--- src/rtl/evt_framer.sv ---
module evt_framer (
  input  logic        clk,
  input  logic        rst_n,
  input  logic        evt_start,
  input  logic [4:0]  card_dav,
  input  logic [4:0]  card_lct,
  input  logic        anode_dav,
  input  logic        tb_dav,
  input  logic [23:0] l1a_cnt,
  input  logic [11:0] bx_cnt,
  input  logic [7:0]  crate_id,
  input  logic [3:0]  board_id,
  input  logic [4:0]  ovlp,
  input  logic [3:0]  sync_cnt,
  input  logic [6:0]  fifo_half_n,
  input  logic [7:0]  pipe_len,
  input  logic [5:0]  fifo_nempty,
  input  logic [5:0]  fifo_nfull,
  input  logic [11:0] tmo_flags,
  input  logic [15:0] pl_data,
  input  logic        pl_valid,
  input  logic        pl_last,
  output logic        pl_ready,
  output logic [15:0] out_data,
  output logic        out_valid,
  input  logic        out_ready
);

  typedef enum logic [1:0] {S_IDLE, S_HDR, S_PAY, S_TRL} state_t;

  state_t      state_q;
  logic [2:0]  idx_q;
  logic        short_q;

  logic [4:0]  dav_q, lct_q, ovlp_q;
  logic        an_q, tb_q;
  logic [23:0] l1a_q;
  logic [11:0] bx_q, tmo_q;
  logic [7:0]  crate_q, pipe_q;
  logic [3:0]  board_q, sync_q;
  logic [6:0]  half_q;
  logic [5:0]  nempty_q, nfull_q;

  logic [15:0] hdr_w, trl_w;
  logic [11:0] sum_w;
  logic [3:0]  mk_lo;
  logic        fire, hdr_end;

  assign sum_w = {tb_q, an_q, lct_q, dav_q};
  assign mk_lo = short_q ? 4'b1000 : 4'b1001;

  always_comb begin
    case (idx_q)
      3'd0:    hdr_w = short_q ? 16'h8000 : {4'b1001, sum_w};
      3'd1:    hdr_w = {mk_lo, l1a_q[11:0]};
      3'd2:    hdr_w = {mk_lo, l1a_q[23:12]};
      3'd3:    hdr_w = {mk_lo, bx_q};
      3'd4:    hdr_w = {4'b1010, 5'b0, tb_q, an_q, dav_q};
      3'd5:    hdr_w = {4'b1010, crate_q, board_q};
      3'd6:    hdr_w = {4'b1010, ovlp_q, bx_q[6:0]};
      default: hdr_w = {4'b1010, sync_q, l1a_q[7:0]};
    endcase
  end

  always_comb begin
    case (idx_q)
      3'd0:    trl_w = {4'b1111, sum_w};
      3'd1:    trl_w = {4'b1111, ovlp_q, half_q};
      3'd2:    trl_w = {4'b1111, pipe_q, bx_q[3:0]};
      3'd3:    trl_w = {4'b1111, crate_q, board_q};
      3'd4:    trl_w = {4'b1110, nfull_q, nempty_q};
      default: trl_w = {4'b1110, tmo_q};
    endcase
  end

  assign out_valid = (state_q == S_HDR) || (state_q == S_TRL) ||
                     ((state_q == S_PAY) && pl_valid);
  assign pl_ready  = (state_q == S_PAY) && out_ready;
  assign out_data  = (state_q == S_HDR) ? hdr_w :
                     (state_q == S_TRL) ? trl_w : pl_data;
  assign fire      = out_valid && out_ready;
  assign hdr_end   = short_q ? (idx_q == 3'd3) : (idx_q == 3'd7);

  always_ff @(posedge clk) begin
    if (!rst_n) begin
      state_q <= S_IDLE;
      idx_q   <= '0;
      short_q <= 1'b0;
    end else begin
      case (state_q)
        S_IDLE: if (evt_start) begin
          state_q <= S_HDR;
          idx_q   <= '0;
          short_q <= (card_dav == 5'd0) && !tb_dav;
        end
        S_HDR: if (fire) begin
          if (hdr_end) begin
            state_q <= short_q ? S_IDLE : S_PAY;
            idx_q   <= '0;
          end else idx_q <= idx_q + 3'd1;
        end
        S_PAY: if (fire && pl_last) begin
          state_q <= S_TRL;
          idx_q   <= '0;
        end
        default: if (fire) begin
          if (idx_q == 3'd7) state_q <= S_IDLE;
          idx_q <= idx_q + 3'd1;
        end
      endcase
    end
  end

  always_ff @(posedge clk) begin
    if (state_q == S_IDLE && evt_start) begin
      dav_q    <= card_dav;
      lct_q    <= card_lct;
      an_q     <= anode_dav;
      tb_q     <= tb_dav;
      l1a_q    <= l1a_cnt;
      bx_q     <= bx_cnt;
      crate_q  <= crate_id;
      board_q  <= board_id;
      ovlp_q   <= ovlp;
      sync_q   <= sync_cnt;
      half_q   <= fifo_half_n;
      pipe_q   <= pipe_len;
      nempty_q <= fifo_nempty;
      nfull_q  <= fifo_nfull;
      tmo_q    <= tmo_flags;
    end
  end

endmodule


--- config.mk ---
export PLATFORM = sky130hd
export DESIGN_NAME = evt_framer
export DESIGN_NICKNAME = d
export VERILOG_FILES = /design/src/rtl/evt_framer.sv
export SDC_FILE = /design/constraint.sdc
export NUM_CORES = 1
export LEC_CHECK = 0
export CORE_AREA = 2 2 126 128
export DETAILED_ROUTE_END_ITERATION = 8
export DIE_AREA = 0 0 128 130
export PLACE_DENSITY_LB_ADDON = 0.3
export SYNTH_ARGS = -nofsm -noshare
export SYNTH_HDL_FRONTEND = slang
export SYNTH_SLANG_ARGS = --single-unit
--- constraint.sdc ---
create_clock -name clk -period 7.3 [get_ports clk]
set_input_delay 1.46 -clock clk [delete_from_list [all_inputs] [get_ports clk]]
set_output_delay 1.46 -clock clk [all_outputs]
set_load 0.005 [all_outputs]
==> After elaboration in Yosys (flattened, before gate mapping) <==
Cells that the tools add are included.
{ "word_totals": {"regBits": 114, "output_inout_bits": 18, "wordCells": 71} }
{ "classes": {"addsub": 1, "n_eq_ne": 14, "mux": 21, "reduce_logical": 17} }
{ "ops": {"columns": ["operator", "count"], "rows": [
  ["$pmux W14 S7", 1],
  ["$pmux W13 S5", 1],
  ["$mux W16", 2],
  ["$mux W3", 5],
  ["$mux W2", 7],
  ["$mux W13", 1],
  ["$eq A3 B3 Y1 const B", 4],
  ["$pmux W3 S3", 1],
  ["$eq A3 B2 Y1 const B", 2],
  ["$logic_and A1 B1 Y1", 6],
  ["$ne A2 B2 Y1 const B", 3],
  ["$pmux W2 S3", 1],
  ["$reduce_and A6 Y1", 1],
  ["$logic_not A5 Y1", 1],
  ["$eq A2 B2 Y1 const B", 2],
  ["$reduce_and A4 Y1", 1],
  ["$reduce_bool A4 Y1", 1],
  ["$add A3 B1 Y3 const B", 1],
  ["$eq A3 B1 Y1 const B", 1],
  ["$logic_not A3 Y1", 1],
  ["$reduce_bool A3 Y1", 1],
  ["$eq A2 B1 Y1 const B", 1],
  ["$logic_not A2 Y1", 1],
  ["$logic_or A1 B1 Y1", 2],
  ["4 further kinds", 5]
]} }

==> Depth between registers and ports, before layout <==
Gate-level depths: netlist of run 1.
{ "logic_depth": {"depth_word": 7, "depth_mapped": 11, "mapped_depth_nobuf": 6} }

==> Least setup slack after synthesis of run 1 <==
No wires, ideal clock.
{ "synth_path": {"path_type": "input to register", "start": "input evt_start", "end": "register an_q (enable)", "arrival_time_ps": 3663, "required_ps": 6839, "slack_ps": 3176, "cell_stages": 2, "n_path_buf": 0, "cell_sequence": "nand2_1 > inv_1"} }
{ "synth_between": {"elab_chain_cells": 1} }
{ "synth_rtl": {"columns": ["element", "line_no", "source"], "rows": [
  ["start: declaration", "4", "input logic evt_start,"],
  ["$logic_and A1 B1 Y1", "115", "if (state_q == S_IDLE && evt_start) begin"],
  ["end signal: assignment", "118", "an_q <= anode_dav;"],
  ["end: declaration", "36", "logic an_q, tb_q;"]
]} }
Every way passes these cells.
A chain may end at the register's enable or synchronous reset.

==> Worst setup path after layout of run 1 <==
{ "layout_path": {"start": "register idx_q[1]", "end": "output out_data[3]"} }
{ "layout_between": {"elab_chain_cells": 4} }
{ "layout_rtl": {"columns": ["element", "line_no", "source"], "rows": [
  ["start: declaration", "32", "logic [2:0] idx_q;"],
  ["start signal: assignment", "100", "end else idx_q <= idx_q + 3'd1;"],
  ["start signal: assignment", "108", "idx_q <= idx_q + 3'd1;"],
  ["$eq A3 B3 Y1 (tied with other cells)", "53, 66", null],
  ["$pmux W13 S5", "66", "case (idx_q)"],
  ["$mux W16", "80", "(state_q == S_TRL) ? trl_w : pl_data;"],
  ["$mux W16 *", "79", "assign out_data = (state_q == S_HDR) ? hdr_w :"],
  ["end: declaration", "24", "output logic [15:0] out_data,"]
]} }
Every way passes the cells marked *; elsewhere a longest branch is shown, timed or not.

==> impl_metrics.tcl, run 1 <==
set metrics [dict create \
    status "complete, no violations" \
    start_util_pct 34.0 \
    slowest_delay_ps 900 \
    synth_top_area_share_pct 61.9 \
    power.switching_w 0.000581 \
    cts.path.max_buffers 2 \
    gp_congestion 0.835 \
    synth-seq-area-share_pct 64.2 \
    swShare_pct 25.7 \
    netlist_instances 385 \
    ys_ff_latch 114 \
    preCtsSetupSlack_ps 2740 \
    hold_class "flip-flop to flip-flop" \
    drtAntennaViolNets 0 \
    grt_overflow_total 0 \
    layout_commonest_cell "clkdlybuf4s50_1" \
    dr_wl_met3_mm 1.35 \
    wirelength_mm 14.7 \
    grt_pass1_vias 4135 \
    die_w_um 128 \
    postCtsSetupBuffers 0 \
    vias 3958 \
    power.share.clock_pct 38.8 \
    setup_slack_ps 2290 \
    finalHoldViolations 0 \
    p_int_w 0.00168 \
    rsz0062_at_grt "no" \
    final-setup-viol-count 0 \
    yosys.area.top_type "edfxtp_1" \
    synth.distinct_cells 52 \
    p_total_w 0.00226 \
    critPathSlowestCell "nor4_4" \
    grt_max_degree 85 \
    post_cts_resized 0 \
    fmax_mhz 199 \
    syn_nets 525 \
    drt_iter0_drc 248 \
    die-area_um2 16600 \
    skew_ps 5.89 \
    nFillCells 1399 \
    ctsRootBufferMaster "clkbuf_16" \
    path_cells "inv_1, ha_1, buf_4, nor4_4, and2_1, o31ai_1, o31ai_1, clkdlybuf4s50_1" \
    synth_edf_count 108 \
    critPathKind "flip-flop to output pin" \
    rows 46 \
    drive_gt1_share_pct 8.89 \
    antenna_found_initial 0 \
    highest_layer "met4" \
    power_density_nw_per_um2 304 \
    cts_tree "built" \
    final_util_pct 48.2 \
    critPathLaunchType "flip-flop" \
    cts.sinks 114 \
    grtUsageTotal_pct 18.1 \
    p_leak_nw 2.57 \
    via_per_inst 5.41 \
    critical_path.endpoint_type "output pin" \
    met2_length_mm 6.85 \
    comb_power_share_pct 21.3 \
    fin_nets 669 \
    syn_area_um2 5240 \
    fin_crit_sh_pct 68.7 \
    ioPinCount 148 \
    max-vdd-ir-drop_mv 0.173 \
    insertion_delay_ps 410 \
    drcViolationCount 0 \
    core-area_um2 15400 \
    final_cell_mix "clkdlybuf4s50_1, edfxtp_1, nor2_1" \
    cp.required_ps 5840 \
    critical_path.max_fanout 21 \
    timing.setup.tns_ps 0 \
    p_seq_share_pct 40.0 \
    dr.pass1.iters 6 \
    final_max_slew_viol_count 0 \
    area_delta_synth_final_pct 42.0 \
    arrival_ps 3550 \
    hold_buffers 0 \
    yosysWarnings 0 \
    syn_avg_cell_area_um2 13.6 \
    crit_top_cell "o31ai_1" \
    wl_met1_mm 6.23 \
    clk_pin_slew_ps 50 \
    avgRoutedWirePerCell_um 20.1 \
    die_h_um 130 \
    cts_buffers 17 \
    htree_levels 4 \
    grt_first_pass_wirelength_mm 22.2 \
    tightestPinTransition_ps 1090 \
    synth_area_leaders "edfxtp_1, a221oi_1, ha_1, dfxtp_1, a22oi_1" \
    maxSlewHeadroom_pct 27.2 \
    final.min_clock_period_ps 5010 \
    diodes 0 \
    synth-main-ff-cell "edfxtp_1" \
    io_buffers 147 \
    drv_cap 0 \
    hpwl_mm 9.85 \
    ys_async_sr_fraction_pct 0 \
]
==> per-stage QoR <==
| step | hold WS [ps] | instance area (um2) | std cells |
|---|---|---|---|
| after floorplan | 483 | 5240 | 385 |
| after global placement | 495 | 6820 | 702 |
| after detailed placement | 526 | 6820 | 702 |
| after CTS | 533 | 7440 | 732 |
| after global routing | 573 | 7440 | 732 |
| final | 530 | 7440 | 732 |
==> per-layer routing <==
| metal | vias up | GRT usage [%] |
|---|---|---|
| met5 | - | 0 |
| met1 | 1876 | 22.6 |
| met3 | 21 | 6.81 |
| li1 | 1850 | - |
| met4 | 0 | 7.24 |
| met2 | 211 | 28.8 |
==> power groups by stage <==
| stage | sequential, W | clock (W) | combinational, W |
|---|---|---|---|
| floorplan | 0.000907 | 0 | 0.000259 |
| global placement | 0.000915 | 0 | 0.000472 |
| detailed placement | 0.000917 | 0 | 0.000483 |
| CTS | 0.000906 | 0.000890 | 0.000485 |
| global route | 0.000916 | 0.000924 | 0.000524 |
| finish | 0.000906 | 0.000878 | 0.000482 |
==> registers in the layout (all words and copies together), names as in the netlist, 6 cells and up <==
name,flops
half_q,7
bx_q,12
nempty_q,6
tmo_q,12
nfull_q,6
crate_q,8
pipe_q,8
l1a_q,24
==> logic make-up after synthesis <==
group                    after synthesis  synth area share, %
buffers and inverters                 40                 4.61
AND/OR/NAND/NOR                       90                 8.58
flip-flops                           114                 64.2
multiplexers                           8                 1.67
AO/OA/AOI/OAI                        123                 18.5
adder cells (fa/ha/maj)               10                 2.39
==> cell type report <==
type                            instances  area, um2  share of cell area, %
Clock buffer                           19        433                   5.82
Clock inverter                         11        188                   2.52
Inverter                               10       40.0                  0.538
Multi-Input combinational cell        231       1640                   22.1
Sequential cell                       114       3360                   45.2
Tap cell                              192        240                   3.23
Timing Repair Buffer                  155       1530                   20.6
==> Yosys cell counts, types with 2 or more instances <==
| library cell | instances |
|---|---|
| nand4_1 | 2 |
| and2_1 | 5 |
| nand4b_1 | 2 |
| o31ai_1 | 11 |
| a21oi_1 | 12 |
| o21a_1 | 3 |
| buf_2 | 7 |
| a211oi_1 | 3 |
| clkbuf_1 | 9 |
| ha_1 | 10 |
| nor4_1 | 2 |
| o21bai_1 | 3 |
| mux2i_1 | 2 |
| a221oi_1 | 15 |
| inv_1 | 10 |
| o2111ai_1 | 5 |
| mux2_2 | 6 |
| o211ai_1 | 4 |
| a32o_1 | 2 |
| nor2_1 | 23 |
| nand2b_1 | 4 |
| nor3_1 | 5 |
| o21ai_0 | 10 |
| a222oi_1 | 11 |
| a22o_1 | 11 |
| nor2b_1 | 4 |
| dfxtp_1 | 6 |
| buf_4 | 6 |
| a21o_1 | 3 |
| nand3_1 | 18 |
| a22oi_1 | 15 |
| a211o_1 | 2 |
| o2bb2ai_1 | 3 |
| buf_6 | 8 |
| nand2_1 | 19 |
| edfxtp_1 | 108 |
==> worst paths after layout <==
path	from	to	slack, ps	cells past startpoint
worst max-delay path	idx_q[1]	out_data[3]	2290	8
worst min-delay path	idx_q[1]	idx_q[1]	530	2
worst max register to register	state_q[1]	half_q[6]	4740	5
worst min register to register	idx_q[1]	idx_q[1]	530	2
==> critical path, delay by kind of cell, from the launching register on <==
| family | cells | cell delay [ps] |
|---|---|---|
| simple gates | 2 | 1140 |
| buf+inv | 3 | 1000 |
| fa+ha+maj | 1 | 440 |
| flops | 1 | 370 |
| compound gates | 2 | 200 |
(Power assumes the default switching activity.)
==> inputs of run 2 (changes only) <==
Clock period 7.3 ns to 4.7 ns, I/O delays scaled along.
==> impl_metrics.tcl, run 2 (same netlist as run 1, synthesis figures left out) <==
set metrics [dict create \
    status "complete, no violations" \
    path_cells "inv_1, ha_1, nor2_1, o21a_1, buf_4, a221oi_1, o31ai_1, clkdlybuf4s50_1" \
    skew_ps 8.86 \
    clk_pin_slew_ps 50 \
    io_buffers 147 \
    ctsRootBufferMaster "clkbuf_16" \
    setup_slack_ps 512 \
    nFillCells 1382 \
    regArea_um2 3360 \
    cts_buffers 17 \
    grt_pass1_vias 4117 \
    max-vdd-ir-drop_mv 0.253 \
    diodes 0 \
    drive_gt1_share_pct 9.32 \
    grtUsageTotal_pct 18.3 \
    critical_path.endpoint_type "output pin" \
    timing.rr.end "state_q[1]" \
    fin_crit_sh_pct 89.1 \
    critPathSlowestCell "clkdlybuf4s50_1" \
    fin_nets 674 \
    preCtsSetupSlack_ps 867 \
    critPathKind "flip-flop to output pin" \
    cts.path.max_buffers 2 \
    slowest_delay_ps 580 \
    hp-start "idx_q[0]" \
    crit_family "buffers and inverters" \
    start_util_pct 34.0 \
    hold_end "idx_q[0]" \
    drv_cap 0 \
    avgRoutedWirePerCell_um 20.2 \
    critPathBufInv 3 \
    arrival_ps 3250 \
    tightestPinTransition_ps 1120 \
    rsz0062_at_grt "no" \
    final.min_clock_period_ps 4190 \
    largestRegisters "l1a_q: 24 flops, bx_q: 12 flops, tmo_q: 12 flops" \
    p_leak_nw 2.59 \
    worstReg2RegStart "state_q[1]" \
    final_cell_mix "clkdlybuf4s50_1, edfxtp_1, nor2_1" \
    layout_commonest_cell "clkdlybuf4s50_1" \
    multi_input_area_um2 1640 \
    hold_buffers 0 \
    drcViolationCount 0 \
    final_max_slew_viol_count 0 \
    ioPinCount 148 \
    grt_overflow_total 0 \
    htree_levels 4 \
    grt_first_pass_wirelength_mm 22.4 \
    die_h_um 130 \
    critPathLaunchType "flip-flop" \
    drtAntennaViolNets 0 \
    cts.sinks 114 \
    cts_tree "built" \
    core-area_um2 15400 \
    via_per_inst 5.48 \
    insertion_delay_ps 410 \
    r2r_cells 6 \
    timing.setup.tns_ps 0 \
    rows 46 \
    hold_depth 2 \
    postCtsSetupBuffers 0 \
    drt_iter0_drc 366 \
    finalHoldViolations 0 \
    critical_path.max_fanout 20 \
    post_cts_resized 0 \
    gp_congestion 0.854 \
    die_w_um 128 \
    final-setup-viol-count 0 \
    die-area_um2 16600 \
    largest_reg_flops 24 \
    regMostFlops "l1a_q" \
    grt_max_degree 68 \
    hold_class "flip-flop to flip-flop" \
    r2r_setup_slack_ps 2040 \
    power_density_nw_per_um2 467 \
    dr.pass1.iters 6 \
    vias 4051 \
    area_delta_synth_final_pct 42.6 \
    antenna_found_initial 0 \
    cp.required_ps 3760 \
    fmax_mhz 239 \
    maxSlewHeadroom_pct 25.2 \
    wirelength_mm 14.9 \
    hpwl_mm 10.4 \
]
==> run 2: cell type report <==
cell class,count,share of cell area [%]
inverters,10,0.536
repair buffers,160,21.2
clock inverters,13,2.23
multi-input cells,231,22.0
well taps,192,3.22
clock buffers,19,5.80
flip-flops and latches,114,45.1
==> run 2: stage by stage <==
step / cells / hold WS [ps] / instance area, um2 / utilization, % / power, W
after CTS: 739 / 527 / 7470 / 48.4 / 0.00352
after global routing: 739 / 560 / 7470 / 48.4 / 0.00363
after floorplan: 385 / 483 / 5240 / - / 0.00181
after detailed placement: 707 / 516 / 6870 / 44.5 / 0.00220
final: 739 / 530 / 7470 / 48.4 / 0.00349
after global placement: 707 / 498 / 6870 / 44.5 / 0.00218
==> run 2: how the worst max path moves through the flow <==
stage                  endpoint       from  cells past startpoint
CTS                 out_data[5]   idx_q[0]                      7
finish              out_data[1]   idx_q[1]                      8
detailed placement  out_data[5]   idx_q[0]                      7
floorplan                  an_q  evt_start                      2
global placement    out_data[5]   idx_q[1]                      8
global route        out_data[5]   idx_q[0]                      7
==> run 2: worst reg2reg max path, cell delays in order, from the launching register on <==
cell and delay (ps):
dfxtp_1 360, inv_1 140, ha_1 920, o311ai_2 240, o211ai_1 300, nand3_1 210
a311o_1 390
==> run 2: power by group <==
part           internal (W)  switching, W  total [W]
clock network      0.000874      0.000434    0.00131
registers           0.00133     0.0000811    0.00141
logic              0.000370      0.000402   0.000772
total               0.00257      0.000917    0.00349
==> run 2: routing by layer <==
| metal | up-vias | share of wire (%) | GRT usage (%) |
|---|---|---|---|
| met5 | - | 0 | 0 |
| met4 | 0 | 1.8 | 7.30 |
| met3 | 24 | 7.8 | 6.03 |
| met2 | 198 | 48 | 29.4 |
| met1 | 1965 | 43 | 23.0 |
| li1 | 1864 | - | - |
==> inputs of run 3 (changes only) <==
--- a/config.mk
+++ b/config.mk
@@ -9,5 +9,5 @@
 export DETAILED_ROUTE_END_ITERATION = 8
 export DIE_AREA = 0 0 128 130
-export PLACE_DENSITY_LB_ADDON = 0.3
+export PLACE_DENSITY = 0.69
 export SYNTH_ARGS = -nofsm -noshare
 export SYNTH_HDL_FRONTEND = slang
==> constraint.sdc (replaced) <==
create_clock -name clk -period 4.7 [get_ports clk]
set_input_delay 0.47 -clock clk [delete_from_list [all_inputs] [get_ports clk]]
set_output_delay 0.47 -clock clk [all_outputs]
set_load 0.005 [all_outputs]
==> impl_metrics.tcl, run 3 (same netlist as run 1, synthesis figures left out) <==
set metrics [dict create \
    comb_power_share_pct 22.6 \
    maxSlewHeadroom_pct 26.7 \
    slowest_delay_ps 770 \
    ioPinCount 148 \
    die_h_um 130 \
    drive_gt1_share_pct 8.50 \
    grt_pass1_vias 4139 \
    skew_ps 5.26 \
    grt_first_pass_wirelength_mm 22.6 \
    status "complete, no violations" \
    max-vdd-ir-drop_mv 0.299 \
    p_leak_nw 2.52 \
    final-setup-viol-count 0 \
    hp-start "idx_q[1]" \
    power.share.clock_pct 34.6 \
    htree_levels 4 \
    grtUsageTotal_pct 18.5 \
    gp_congestion 0.879 \
    io_buffers 147 \
    p_total_w 0.00332 \
    power_density_nw_per_um2 452 \
    critical_path.endpoint_type "output pin" \
    timing.setup.tns_ps 0 \
    fmax_mhz 252 \
    start_util_pct 34.0 \
    final_cell_mix "clkdlybuf4s50_1, edfxtp_1, nor2_1" \
    core-area_um2 15400 \
    critPathSlowestCell "nor4_4" \
    hold_buffers 0 \
    fin_nets 669 \
    diodes 0 \
    hold_end "idx_q[1]" \
    dpl_cell_area_um2 6820 \
    drt_iter0_drc 480 \
    post_cts_resized 0 \
    rsz0062_at_grt "no" \
    final.min_clock_period_ps 3970 \
    largestRegisters "l1a_q: 24 flops, bx_q: 12 flops, tmo_q: 12 flops" \
    cts_buffers 17 \
    p_int_w 0.00240 \
    r2r_cells 7 \
    critPathLaunchType "flip-flop" \
    swShare_pct 27.7 \
    area_delta_synth_final_pct 40.2 \
    grt_overflow_total 0 \
    clk_pin_slew_ps 50 \
    regMostFlops "l1a_q" \
    postCtsSetupBuffers 0 \
    cts.sinks 114 \
    cp.required_ps 4230 \
    r2r_setup_slack_ps 2210 \
    path_cells "inv_1, ha_1, buf_4, nor4_4, and2_1, o31ai_1, o31ai_1, clkdlybuf4s50_1" \
    critPathKind "flip-flop to output pin" \
    die-area_um2 16600 \
    p_seq_share_pct 42.9 \
    drtAntennaViolNets 0 \
    ctsRootBufferMaster "clkbuf_16" \
    arrival_ps 3500 \
    cts.path.max_buffers 2 \
    insertion_delay_ps 410 \
    finalHoldViolations 0 \
    hpwl_mm 10.4 \
    timing.rr.end "state_q[1]" \
    final_max_slew_viol_count 0 \
    hold_class "flip-flop to flip-flop" \
    crit_top_cell "o31ai_1" \
    fin_crit_sh_pct 84.5 \
    largest_reg_flops 24 \
    die_w_um 128 \
    critical_path.max_fanout 20 \
    worstReg2RegStart "idx_q[0]" \
    cts_tree "built" \
    dr.pass1.iters 9 \
    power.switching_w 0.000919 \
    grt_max_degree 92 \
    drcViolationCount 0 \
    via_per_inst 5.57 \
    final_area_um2 7340 \
    drv_cap 0 \
    hold_depth 2 \
    tightestPinTransition_ps 1100 \
    rows 46 \
    wirelength_mm 15.1 \
    layout_commonest_cell "clkdlybuf4s50_1" \
    vias 4080 \
    antenna_found_initial 1 \
    avgRoutedWirePerCell_um 20.6 \
]
run 3: cell count changes in the layout (fill, tap and decap cells not counted), moves of 2 or more:
| cell | before | now |
|---|---|---|
| buf_4 | 12 | 8 |
| bufinv_16 | 4 | 1 |
| clkbuf_1 | 2 | 0 |
| clkinv_2 | 1 | 3 |
run 3: through the flow:
| step | std cells | util (%) | hold slack [ps] | worst slack, ps |
|---|---|---|---|---|
| after floorplan | 385 | - | 483 | 1390 |
| after CTS | 733 | 47.6 | 526 | 728 |
| after global routing | 733 | 47.6 | 583 | 534 |
| after detailed placement | 702 | 44.2 | 512 | 1200 |
| after global placement | 702 | 44.2 | 496 | 1300 |
| final | 733 | 47.6 | 525 | 729 |
run 3: critical path, delay by kind of cell, from the launching register on:
family                   cells  cell delay [ps]
AND/OR/NAND/NOR              2             1020
adder cells (fa/ha/maj)      1              470
AO/OA/AOI/OAI                2              220
buffers and inverters        3             1000
flip-flops                   1              370
run 3: worst max-delay path by stage:
stage	startpoint	slack [ps]	to	cells past startpoint
floorplan	state_q[0]	1390	an_q	4
global placement	idx_q[0]	1300	out_data[5]	7
detailed placement	idx_q[1]	1200	out_data[0]	8
CTS	idx_q[1]	730	out_data[0]	8
global route	idx_q[1]	530	out_data[3]	8
finish	idx_q[1]	730	out_data[0]	8
run 3: cell type report:
class	instances	area [um2]
repair buffers	155	1530
clock buffers	17	425
multi-input cells	231	1640
well taps	192	240
inverters	10	40.0
fillers	1382	8080
clock inverters	14	98.8
flip-flops and latches	114	3360
run 3: power by group through the flow:
| stage | Clock (W) | Combinational [W] | Sequential [W] |
|---|---|---|---|
| after floorplan | 0 | 0.000402 | 0.00141 |
| after global placement | 0 | 0.000730 | 0.00143 |
| after detailed placement | 0 | 0.000750 | 0.00143 |
| after CTS | 0.00117 | 0.000756 | 0.00142 |
| after global routing | 0.00122 | 0.000812 | 0.00143 |
| final | 0.00115 | 0.000749 | 0.00142 |
run 3: metal layers:
metal / track usage (%) / wire length, um / up-vias / share of wire (%)
met3: 6.40 / 1290 / 45 / 8.6
met2: 29.8 / 7170 / 233 / 47
li1: - / - / 1850 / -
met4: 9.37 / 536 / 2 / 3.5
met1: 22.1 / 6090 / 1950 / 40
met5: 0 / 12 / - / 0.079
